File: src/rtl/irq_agg_pkg.sv
package irq_agg_pkg;
  localparam int unsigned DW = 32;

  localparam int unsigned BIT_TX_EMPTY    = 2;
  localparam int unsigned BIT_TX_UNDERRUN = 3;
  localparam int unsigned BIT_RX_FULL     = 4;
  localparam int unsigned BIT_RX_OVERRUN  = 5;
  localparam int unsigned BIT_TX_HALF     = 6;
  localparam int unsigned BIT_RX_NONEMPTY = 8;
  localparam int unsigned BIT_GLOBAL_EN   = DW - 1;

  typedef logic [DW-1:0] word_t;

  // Sources feeding the status word
  typedef struct packed {
    logic xfer_done;
    logic tx_underrun;
    logic tx_half_empty;
    logic rx_overrun;
    logic rx_not_empty;
    logic rx_full;
  } irq_src_t;

  function automatic word_t one_hot(input int unsigned pos);
    word_t w;
    w = '0;
    w[pos] = 1'b1;
    return w;
  endfunction

  localparam word_t DEFINED_MASK = one_hot(BIT_TX_EMPTY) | one_hot(BIT_TX_UNDERRUN) |
                                   one_hot(BIT_RX_FULL) | one_hot(BIT_RX_OVERRUN) |
                                   one_hot(BIT_TX_HALF) | one_hot(BIT_RX_NONEMPTY);

  // Bits forced high this cycle by the datapath
  function automatic word_t set_vector(input irq_src_t s);
    word_t w;
    w = '0;
    if (s.xfer_done) begin
      w[BIT_TX_EMPTY]    = 1'b1;
      w[BIT_RX_NONEMPTY] = 1'b1;
    end
    if (s.tx_underrun)   w[BIT_TX_UNDERRUN] = 1'b1;
    if (s.tx_half_empty) w[BIT_TX_HALF]     = 1'b1;
    if (s.rx_overrun)    w[BIT_RX_OVERRUN]  = 1'b1;
    if (s.rx_not_empty)  w[BIT_RX_NONEMPTY] = 1'b1;
    if (s.rx_full)       w[BIT_RX_FULL]     = 1'b1;
    return w;
  endfunction

  // Toggle first, then sources win
  function automatic word_t status_next(input word_t cur, input logic wr,
                                        input word_t wd, input word_t setv);
    word_t t;
    t = wr ? (cur ^ wd) : cur;
    return (t | setv) & DEFINED_MASK;
  endfunction

  function automatic logic irq_pending(input word_t st, input word_t en, input logic ge);
    return ge & (|(st & en));
  endfunction
endpackage

File: src/rtl/irq_status_reg.sv
module irq_status_reg
  import irq_agg_pkg::*;
(
  input  logic     clk,
  input  logic     rst_n,
  input  logic     wr_toggle,
  input  word_t    wdata,
  input  irq_src_t src,
  output word_t    status_q
);
  word_t set_v;
  word_t status_d;

  assign set_v    = set_vector(src);
  assign status_d = status_next(status_q, wr_toggle, wdata, set_v);

  always_ff @(posedge clk) begin
    if (!rst_n) status_q <= '0;
    else        status_q <= status_d;
  end


  rx_level_sticky_chk: assert property (@(posedge clk) disable iff (!rst_n)
    src.rx_not_empty |=> status_q[BIT_RX_NONEMPTY]);


  xfer_sets_bits_chk: assert property (@(posedge clk) disable iff (!rst_n)
    src.xfer_done |=> (status_q[BIT_TX_EMPTY] && status_q[BIT_RX_NONEMPTY]));


  toggle_write_chk: assert property (@(posedge clk) disable iff (!rst_n)
    (wr_toggle && (set_v == '0)) |=>
      (status_q == (($past(status_q) ^ $past(wdata)) & DEFINED_MASK)));
endmodule

File: src/rtl/irq_enable_regs.sv
module irq_enable_regs
  import irq_agg_pkg::*;
(
  input  logic  clk,
  input  logic  rst_n,
  input  logic  wr_mask,
  input  logic  wr_global,
  input  word_t wdata,
  output word_t mask_q,
  output logic  global_q
);
  always_ff @(posedge clk) begin
    if (!rst_n) begin
      mask_q   <= '0;
      global_q <= 1'b0;
    end else begin
      if (wr_mask)   mask_q   <= wdata & DEFINED_MASK;
      if (wr_global) global_q <= wdata[BIT_GLOBAL_EN];
    end
  end


  global_write_chk: assert property (@(posedge clk) disable iff (!rst_n)
    wr_global |=> (global_q == $past(wdata[BIT_GLOBAL_EN])));


  mask_hold_chk: assert property (@(posedge clk) disable iff (!rst_n)
    !wr_mask |=> $stable(mask_q));
endmodule

File: src/rtl/irq_out_gate.sv
module irq_out_gate
  import irq_agg_pkg::*;
(
  input  logic  clk,
  input  logic  rst_n,
  input  word_t status_q,
  input  word_t mask_q,
  input  logic  global_q,
  output logic  irq_q
);
  logic pend;

  assign pend = irq_pending(status_q, mask_q, global_q);

  always_ff @(posedge clk) begin
    if (!rst_n) irq_q <= 1'b0;
    else        irq_q <= pend;
  end


  global_off_chk: assert property (@(posedge clk) disable iff (!rst_n)
    !global_q |=> !irq_q);


  irq_cause_chk: assert property (@(posedge clk) disable iff (!rst_n)
    irq_q |-> ($past(global_q) && ($past(status_q & mask_q) != '0)));
endmodule

File: src/rtl/irq_aggregator.sv
module irq_aggregator
  import irq_agg_pkg::*;
#(
  parameter int unsigned          ADDR_W   = 8,
  parameter logic [ADDR_W-1:0]    OFF_GLOB = 'h1C,
  parameter logic [ADDR_W-1:0]    OFF_STAT = 'h20,
  parameter logic [ADDR_W-1:0]    OFF_MASK = 'h28
) (
  input  logic              clk,
  input  logic              rst_n,
  input  logic              reg_wr,
  input  logic [ADDR_W-1:0] reg_addr,
  input  logic [DW-1:0]     reg_wdata,
  output logic [DW-1:0]     reg_rdata,
  input  logic              xfer_done_i,
  input  logic              tx_underrun_i,
  input  logic              tx_half_empty_i,
  input  logic              rx_overrun_i,
  input  logic              rx_not_empty_i,
  input  logic              rx_full_i,
  output logic              irq_o
);
  logic     hit_glob, hit_stat, hit_mask;
  irq_src_t src;
  word_t    status_q, mask_q;
  logic     global_q;

  assign hit_glob = (reg_addr == OFF_GLOB);
  assign hit_stat = (reg_addr == OFF_STAT);
  assign hit_mask = (reg_addr == OFF_MASK);

  assign src = '{xfer_done: xfer_done_i, tx_underrun: tx_underrun_i,
                 tx_half_empty: tx_half_empty_i, rx_overrun: rx_overrun_i,
                 rx_not_empty: rx_not_empty_i, rx_full: rx_full_i};

  irq_status_reg u_status (
    .clk(clk), .rst_n(rst_n), .wr_toggle(reg_wr && hit_stat),
    .wdata(reg_wdata), .src(src), .status_q(status_q));

  irq_enable_regs u_enables (
    .clk(clk), .rst_n(rst_n), .wr_mask(reg_wr && hit_mask),
    .wr_global(reg_wr && hit_glob), .wdata(reg_wdata),
    .mask_q(mask_q), .global_q(global_q));

  irq_out_gate u_gate (
    .clk(clk), .rst_n(rst_n), .status_q(status_q), .mask_q(mask_q),
    .global_q(global_q), .irq_q(irq_o));

  always_comb begin
    reg_rdata = '0;
    if (hit_glob)      reg_rdata[BIT_GLOBAL_EN] = global_q;
    else if (hit_stat) reg_rdata = status_q;
    else if (hit_mask) reg_rdata = mask_q;
  end


  undefined_bits_chk: assert property (@(posedge clk) disable iff (!rst_n)
    (hit_stat || hit_mask) |-> ((reg_rdata & ~DEFINED_MASK) == '0));
endmodule

File: config.mk
export PLATFORM = sky130hd
export DESIGN_NAME = irq_aggregator
export DESIGN_NICKNAME = d
export VERILOG_FILES = /design/src/rtl/irq_agg_pkg.sv /design/src/rtl/irq_status_reg.sv /design/src/rtl/irq_enable_regs.sv /design/src/rtl/irq_out_gate.sv /design/src/rtl/irq_aggregator.sv
export SDC_FILE = /design/constraint.sdc
export NUM_CORES = 1
export LEC_CHECK = 0
export ABC_AREA = 1
export CAP_MARGIN = 40
export CORE_MARGIN = 4
export CORE_UTILIZATION = 31
export DETAILED_ROUTE_END_ITERATION = 10
export PLACE_DENSITY = 0.84
export SETUP_SLACK_MARGIN = 0.5
export SKIP_LAST_GASP = 1
export SYNTH_ARGS = -nofsm -noshare
export SYNTH_HDL_FRONTEND = slang
export SYNTH_SLANG_ARGS = --single-unit
File: constraint.sdc
create_clock -name clk -period 0.9 [get_ports clk]
set_input_delay 0.09 -clock clk [delete_from_list [all_inputs] [get_ports clk]]
set_output_delay 0.09 -clock clk [all_outputs]
set_load 0.01 [all_outputs]
==> flow_metrics.env, run 1 <==
export IMPL_vias_per_cell=4.305
export IMPL_stdcell_area_um2=1947
export IMPL_grt_max_degree=13
export IMPL_synth_most_common_cell="inv_1"
export IMPL_portBuffers=31
export IMPL_cts_buffers=3
export IMPL_max_freq_mhz=891.0
export IMPL_slew_violations=0
export IMPL_p_seq_share_pct=43.5
export IMPL_synthTopCellsByCount="inv_1 (39), nand2_1 (34), buf_4 (26)"
export IMPL_drc_errors=0
export IMPL_antenna_cells=0
export IMPL_cpMostUsedCell="nor2_4"
export IMPL_r2r_start="u_status.status_q[3]$_SDFF_PN0_"
export IMPL_io_pins=82
export IMPL_drt_wirelength_per_cell_um=11.34
export IMPL_clockBufferDepth=2
export IMPL_hold_class="in2reg"
export IMPL_die_y_um=67.43
export IMPL_antenna_found_initial=0
export IMPL_die_area_um2=4546
export IMPL_clock_skew_ns=0.001282
export IMPL_min_path_cells=6
export IMPL_yosysSeqAreaShare_pct=25.60
export IMPL_synth_avg_cell_area_um2=6.328
export IMPL_clock_latency_ns=0.27
export IMPL_gp_congestion=0.8322
export IMPL_synthArstFlopShare_pct=0
export IMPL_period_needed_ns=1.122
export IMPL_holdPathEnd="u_enables.global_q$_SDFFE_PN0P_"
export IMPL_crit_buf_inv=4
export IMPL_cp_required_ns=0.81
export IMPL_hold_viol_final=0
export IMPL_cap_viol_max_count=0
export IMPL_drive_above_1_share_pct=47.03
export IMPL_path_class="in2out"
export IMPL_drtIter0Drc=39
export IMPL_yosys_register_bits=14
export IMPL_violations="setup timing"
export IMPL_intPower_mw=1.039
export IMPL_path_clk_slew_ns=0.08
export IMPL_rsz0062_at_grt="yes"
export IMPL_dp_cells=269
export IMPL_reg2reg_slack_ns=-0.02
export IMPL_p_per_area_nw_per_um2=772.1
export IMPL_cts_sinks=14
export IMPL_dieWidth_um=67.43
export IMPL_track_usage_pct=14.92
export IMPL_synth_top_area_share_pct=25.60
export IMPL_setup_viol=15
export IMPL_final_cells=282
export IMPL_rows=21
export IMPL_p_leak_nw=0.9087
export IMPL_root_buffer="clkbuf_4"
export IMPL_hp_start="reg_addr[4]"
export IMPL_totalWireLength_mm=3.199
export IMPL_ant_nets=0
export IMPL_power_switching_uw=464.6
export IMPL_hold_slack_ns=0.3145
export IMPL_cts_tree="yes"
export IMPL_clkPwrFrac_pct=23.2
export IMPL_yosysTopAreaCell="dfxtp_1"
export IMPL_slowest_delay_ns=0.16
export IMPL_power_frac_comb_pct=33.3
export IMPL_dpl_hpwl_mm=2.380
export IMPL_critPathSlowestCell="nor2_4"
export IMPL_dp_slack_ns=-0.9907
export IMPL_yosys_warnings=0
export IMPL_switching_share_pct=30.91
export IMPL_reg2reg_to="u_gate.irq_q$_SDFF_PN0_"
export IMPL_post_synth_num_cell_types=19
export IMPL_core_area_um2=3363
export IMPL_critPathMaxFanout=6
export IMPL_ys_flop_type="dfxtp_1"
export IMPL_fin_util_pct=57.89
export IMPL_grt_pass1_wl_mm=5.106
export IMPL_cp_start_kind="input port"
export IMPL_synth_area_leaders="dfxtp_1 (26%), buf_4 (18%), inv_1 (13%), nand2_1 (12%), nand3_1 (8.7%)"
export IMPL_gr_total_overflow=0
export IMPL_initial_core_util_pct=32.55
export IMPL_arrival_ns=1.03
export IMPL_placed_area_um2=1708
export IMPL_synth_cells=173
export IMPL_htreeDepth=1
export IMPL_syn_area_um2=1095
export IMPL_area_growth_pct=77.83
export IMPL_grt_pass1_vias=1146
export IMPL_finalCritPeriodShare_pct=124.7
export IMPL_dr_pass1_iters=4
export IMPL_status="finished, violations left"
export IMPL_fin_ws_ns=-0.2223
export IMPL_crit_path_end_kind="primary output"
export IMPL_via_count=1214
export IMPL_nets=287
export IMPL_ir_worst_vdd_v=0.0005372
export IMPL_r2r_cells=5
export IMPL_cp_top_family="buffers and inverters"
export IMPL_path_cells="buf_6, buf_8, nor2_4, nand2_4, nor2_4, inv_6, o22ai_4, buf_2"
export IMPL_synth_edff_count=0
sequential cells by signal, summed over array words and instances (netlist names):
name	cells
u_enables.global_q	1
u_enables.mask_q	6
u_gate.irq_q	1
u_status.status_q	6
metrics by stage:
stage / power [mW] / TNS, ns
floorplan: 0.9426 / 0
global placement: 1.082 / -14.82
detailed placement: 1.091 / -15.01
CTS: 1.508 / -1.994
global route: 1.597 / -3.038
finish: 1.503 / -2.068
layout make-up:
| type | count | area (um2) |
|---|---|---|
| well taps | 46 | 57.56 |
| inverters | 40 | 195.2 |
| multi-input cells | 115 | 769.5 |
| clock buffers | 3 | 22.52 |
| repair buffers | 64 | 613.1 |
| flip-flops and latches | 14 | 289.0 |
| fillers | 315 | 1416 |
cell usage in the layout (no fill, tap or decap), types with 2 or more instances in the layout:
master	count
a21boi_1	6
buf_12	2
buf_2	11
buf_4	16
buf_6	17
buf_8	2
clkbuf_4	3
clkdlybuf4s50_1	14
conb_1	25
dfxtp_1	7
dfxtp_2	7
inv_1	21
inv_12	2
inv_2	12
inv_4	2
inv_6	3
nand2_1	23
nand2_2	7
nand2_4	2
nand2_8	2
nand3_1	15
nand3_2	4
nand4_1	7
nor2_1	4
nor2_4	5
nor3_4	2
o22ai_2	4
o22ai_4	4
tightest hold or removal path, cell delays in order:
cell,delay (ns)
buf_2,0.12
inv_4,0.06
nor3_4,0.05
buf_4,0.13
nand3_1,0.06
a21oi_1,0.05
metal layers:
| metal | track usage (%) | vias up | routed length (um) |
|---|---|---|---|
| met5 | 0 | - | 0 |
| met3 | 2.995 | 4 | 220 |
| met1 | 17.23 | 545 | 1212 |
| met2 | 27.98 | 43 | 1739 |
| li1 | - | 622 | - |
| met4 | 3.291 | 0 | 27 |
power groups by stage:
stage	combinational [mW]	sequential [mW]	clock, mW
2_1_floorplan	0.279	0.663	0
3_3_place_gp	0.417	0.664	0
3_5_place_dp	0.426	0.665	0
4_1_cts	0.486	0.652	0.370
5_1_grt	0.543	0.656	0.398
6_report	0.501	0.654	0.348
worst max-delay path by stage:
| stage | from | to | cells after the start |
|---|---|---|---|
| after floorplan | reg_addr[0] | reg_rdata[3] | 5 |
| after global placement | reg_addr[3] | reg_rdata[3] | 6 |
| after detailed placement | reg_addr[3] | reg_rdata[3] | 6 |
| after CTS | reg_addr[0] | reg_rdata[4] | 8 |
| after global routing | reg_addr[0] | reg_rdata[6] | 8 |
| final | reg_addr[0] | reg_rdata[6] | 8 |
logic make-up after synthesis:
family | Yosys count | share of synthesized area (%)
flip-flops | 14 | 25.60
other | 1 | 0.3425
buffers and inverters | 68 | 32.34
AO/OA/AOI/OAI | 16 | 9.713
AND/OR/NAND/NOR | 74 | 32.00
repair_timing:
item	4_1_cts	5_1_grt
endpoints found under the setup margin	22	22
gates resized for setup	102	12
hold buffers	0	0
pin swaps	27	14
buffers inserted	8	1
hold endpoints to repair	0	0
cloned	1	0
Power figures use the tool's default switching activity.
==> run 2, diff against run 1 <==
--- a/config.mk
+++ b/config.mk
@@ -8,7 +8,7 @@
 export ABC_AREA = 1
 export CAP_MARGIN = 40
-export CORE_MARGIN = 4
 export CORE_UTILIZATION = 31
 export DETAILED_ROUTE_END_ITERATION = 10
+export GPL_TIMING_DRIVEN = 0
 export PLACE_DENSITY = 0.84
 export SETUP_SLACK_MARGIN = 0.5
==> constraint.sdc (replaced) <==
create_clock -name clk -period 0.9 [get_ports clk]
set_input_delay 0.135 -clock clk [delete_from_list [all_inputs] [get_ports clk]]
set_output_delay 0.135 -clock clk [all_outputs]
set_load 0.01 [all_outputs]
==> flow_metrics.env, run 2 (synthesis results as in run 1) <==
export IMPL_status="finished, violations left"
export IMPL_violations="setup timing"
export IMPL_finalCritPeriodShare_pct=128.4
export IMPL_clock_skew_ns=0.007737
export IMPL_wl_met1_mm=1.361
export IMPL_antenna_cells=0
export IMPL_drc_errors=0
export IMPL_p_seq_share_pct=38.9
export IMPL_stdcell_area_um2=2057
export IMPL_cts_buffers=3
export IMPL_setup_viol=14
export IMPL_power_switching_uw=536.4
export IMPL_cp_required_ns=0.76
export IMPL_hp_start="reg_addr[5]"
export IMPL_initial_core_util_pct=32.55
export IMPL_io_pins=82
export IMPL_cts_sinks=14
export IMPL_crit_path_end_kind="primary output"
export IMPL_clockBufferDepth=2
export IMPL_fillers=281
export IMPL_vias_per_cell=4.399
export IMPL_dr_pass1_iters=4
export IMPL_cap_viol_max_count=0
export IMPL_nets=300
export IMPL_power_frac_comb_pct=31.3
export IMPL_hold_slack_ns=0.1517
export IMPL_dieWidth_um=61.43
export IMPL_route_met3_wl_um=141
export IMPL_period_needed_ns=1.156
export IMPL_ir_worst_vdd_v=0.0005368
export IMPL_core_area_um2=3363
export IMPL_cp_start_kind="input port"
export IMPL_drive_above_1_share_pct=56.00
export IMPL_die_area_um2=3773
export IMPL_arrival_ns=1.02
export IMPL_final_cell_mix="buf_4 (30), nand2_1 (26), conb_1 (25)"
export IMPL_final_common_cell="buf_4"
export IMPL_critPathMaxFanout=6
export IMPL_gr_total_overflow=0
export IMPL_hold_class="in2reg"
export IMPL_reg_largest_list="u_enables.mask_q (6), u_status.status_q (6)"
export IMPL_max_freq_mhz=865.1
export IMPL_cts_hold_buffers=0
export IMPL_drt_wirelength_per_cell_um=11.42
export IMPL_root_buffer="clkbuf_4"
export IMPL_htreeDepth=1
export IMPL_fin_ws_ns=-0.2560
export IMPL_switching_share_pct=31.76
export IMPL_slew_violations=0
export IMPL_track_usage_pct=18.15
export IMPL_area_growth_pct=87.89
export IMPL_placed_area_um2=1718
export IMPL_p_per_area_nw_per_um2=821.2
export IMPL_fin_util_pct=61.16
export IMPL_clkPwrFrac_pct=29.8
export IMPL_rows=21
export IMPL_grt_pass1_vias=1165
export IMPL_wl_met2_mm=1.819
export IMPL_startpoint="reg_addr[0]"
export IMPL_ant_nets=0
export IMPL_r2r_start="u_status.status_q[3]$_SDFF_PN0_"
export IMPL_gp_congestion=0.8727
export IMPL_die_y_um=61.43
export IMPL_via_count=1302
export IMPL_grt_max_degree=11
export IMPL_cts_tree="yes"
export IMPL_intPower_mw=1.153
export IMPL_clock_latency_ns=0.31
export IMPL_hold_viol_final=0
export IMPL_path_clk_slew_ns=0.09
export IMPL_totalWireLength_mm=3.380
export IMPL_rsz0062_at_grt="yes"
export IMPL_p_leak_nw=0.9878
export IMPL_path_class="in2out"
export IMPL_antenna_found_initial=0
export IMPL_dpl_hpwl_mm=2.118
export IMPL_dr_max_layer_used="met4"
export IMPL_grt_pass1_wl_mm=4.968
export IMPL_portBuffers=31
export IMPL_drtIter0Drc=24
-- run 2: path summary, 6_finish.rpt --
path / end / slack [ns] / cells after the start
setup / recovery: reg_rdata[8] / -0.26 / 8
setup reg to reg: u_gate.irq_q$_SDFF_PN0_ / 0 / 5
hold reg to reg: u_gate.irq_q$_SDFF_PN0_ / 0.44 / 2
hold / removal: u_enables.global_q$_SDFFE_PN0P_ / 0.15 / 4
-- run 2: what timing repair did --
action / 4_1_cts / 5_1_grt
buffers inserted: 13 / 4
gates resized for setup: 130 / 23
cloned: 1 / 0
pin swaps: 17 / 16
setup endpoints to repair: 22 / 22
-- run 2: through the flow --
step	worst slack [ns]	TNS (ns)	power (mW)	instances
after floorplan	-0.04307	-0.4365	0.9380	197
after global placement	-1.330	-18.75	1.094	274
after detailed placement	-1.351	-19.22	1.101	274
after CTS	-0.3005	-2.783	1.632	292
after global routing	-0.2956	-3.341	1.783	296
final	-0.2560	-2.409	1.689	296
-- run 2: per-layer routing --
metal / vias to the layer above / GRT usage, %
li1: 645 / -
met1: 616 / 19.82
met2: 37 / 33.54
met3: 4 / 3.571
met4: 0 / 8.571
met5: - / 0
-- run 2: power groups by stage --
stage | clock, mW | sequential, mW | combinational [mW]
after floorplan | 0 | 0.661 | 0.277
after global placement | 0 | 0.663 | 0.431
after detailed placement | 0 | 0.664 | 0.436
after CTS | 0.494 | 0.655 | 0.483
after global routing | 0.549 | 0.659 | 0.574
final | 0.503 | 0.657 | 0.529
-- run 2: area by class of cell --
| class | instances | area, um2 | area share (%) |
|---|---|---|---|
| Tap cell | 46 | 57.56 | 2.798 |
| Clock buffer | 4 | 36.28 | 1.764 |
| Timing Repair Buffer | 49 | 471.7 | 22.93 |
| Buffer | 28 | 224.0 | 10.89 |
| Multi-Input combinational cell | 115 | 780.7 | 37.96 |
| Sequential cell | 14 | 294.0 | 14.29 |
| Inverter | 40 | 192.7 | 9.367 |
-- run 2: critical path, stage by stage --
cell,delay (ns)
buf_8,0.11
inv_6,0.06
nand2_8,0.05
nor3_4,0.16
buf_6,0.15
nand2_8,0.08
o22ai_2,0.13
buf_2,0.15
==> run 3, diff against run 2 <==
Settings changed: SLEW_MARGIN from default to 30.
==> results of run 3 <==
The final DEF is identical to that of run 2; final timing and power are the same.
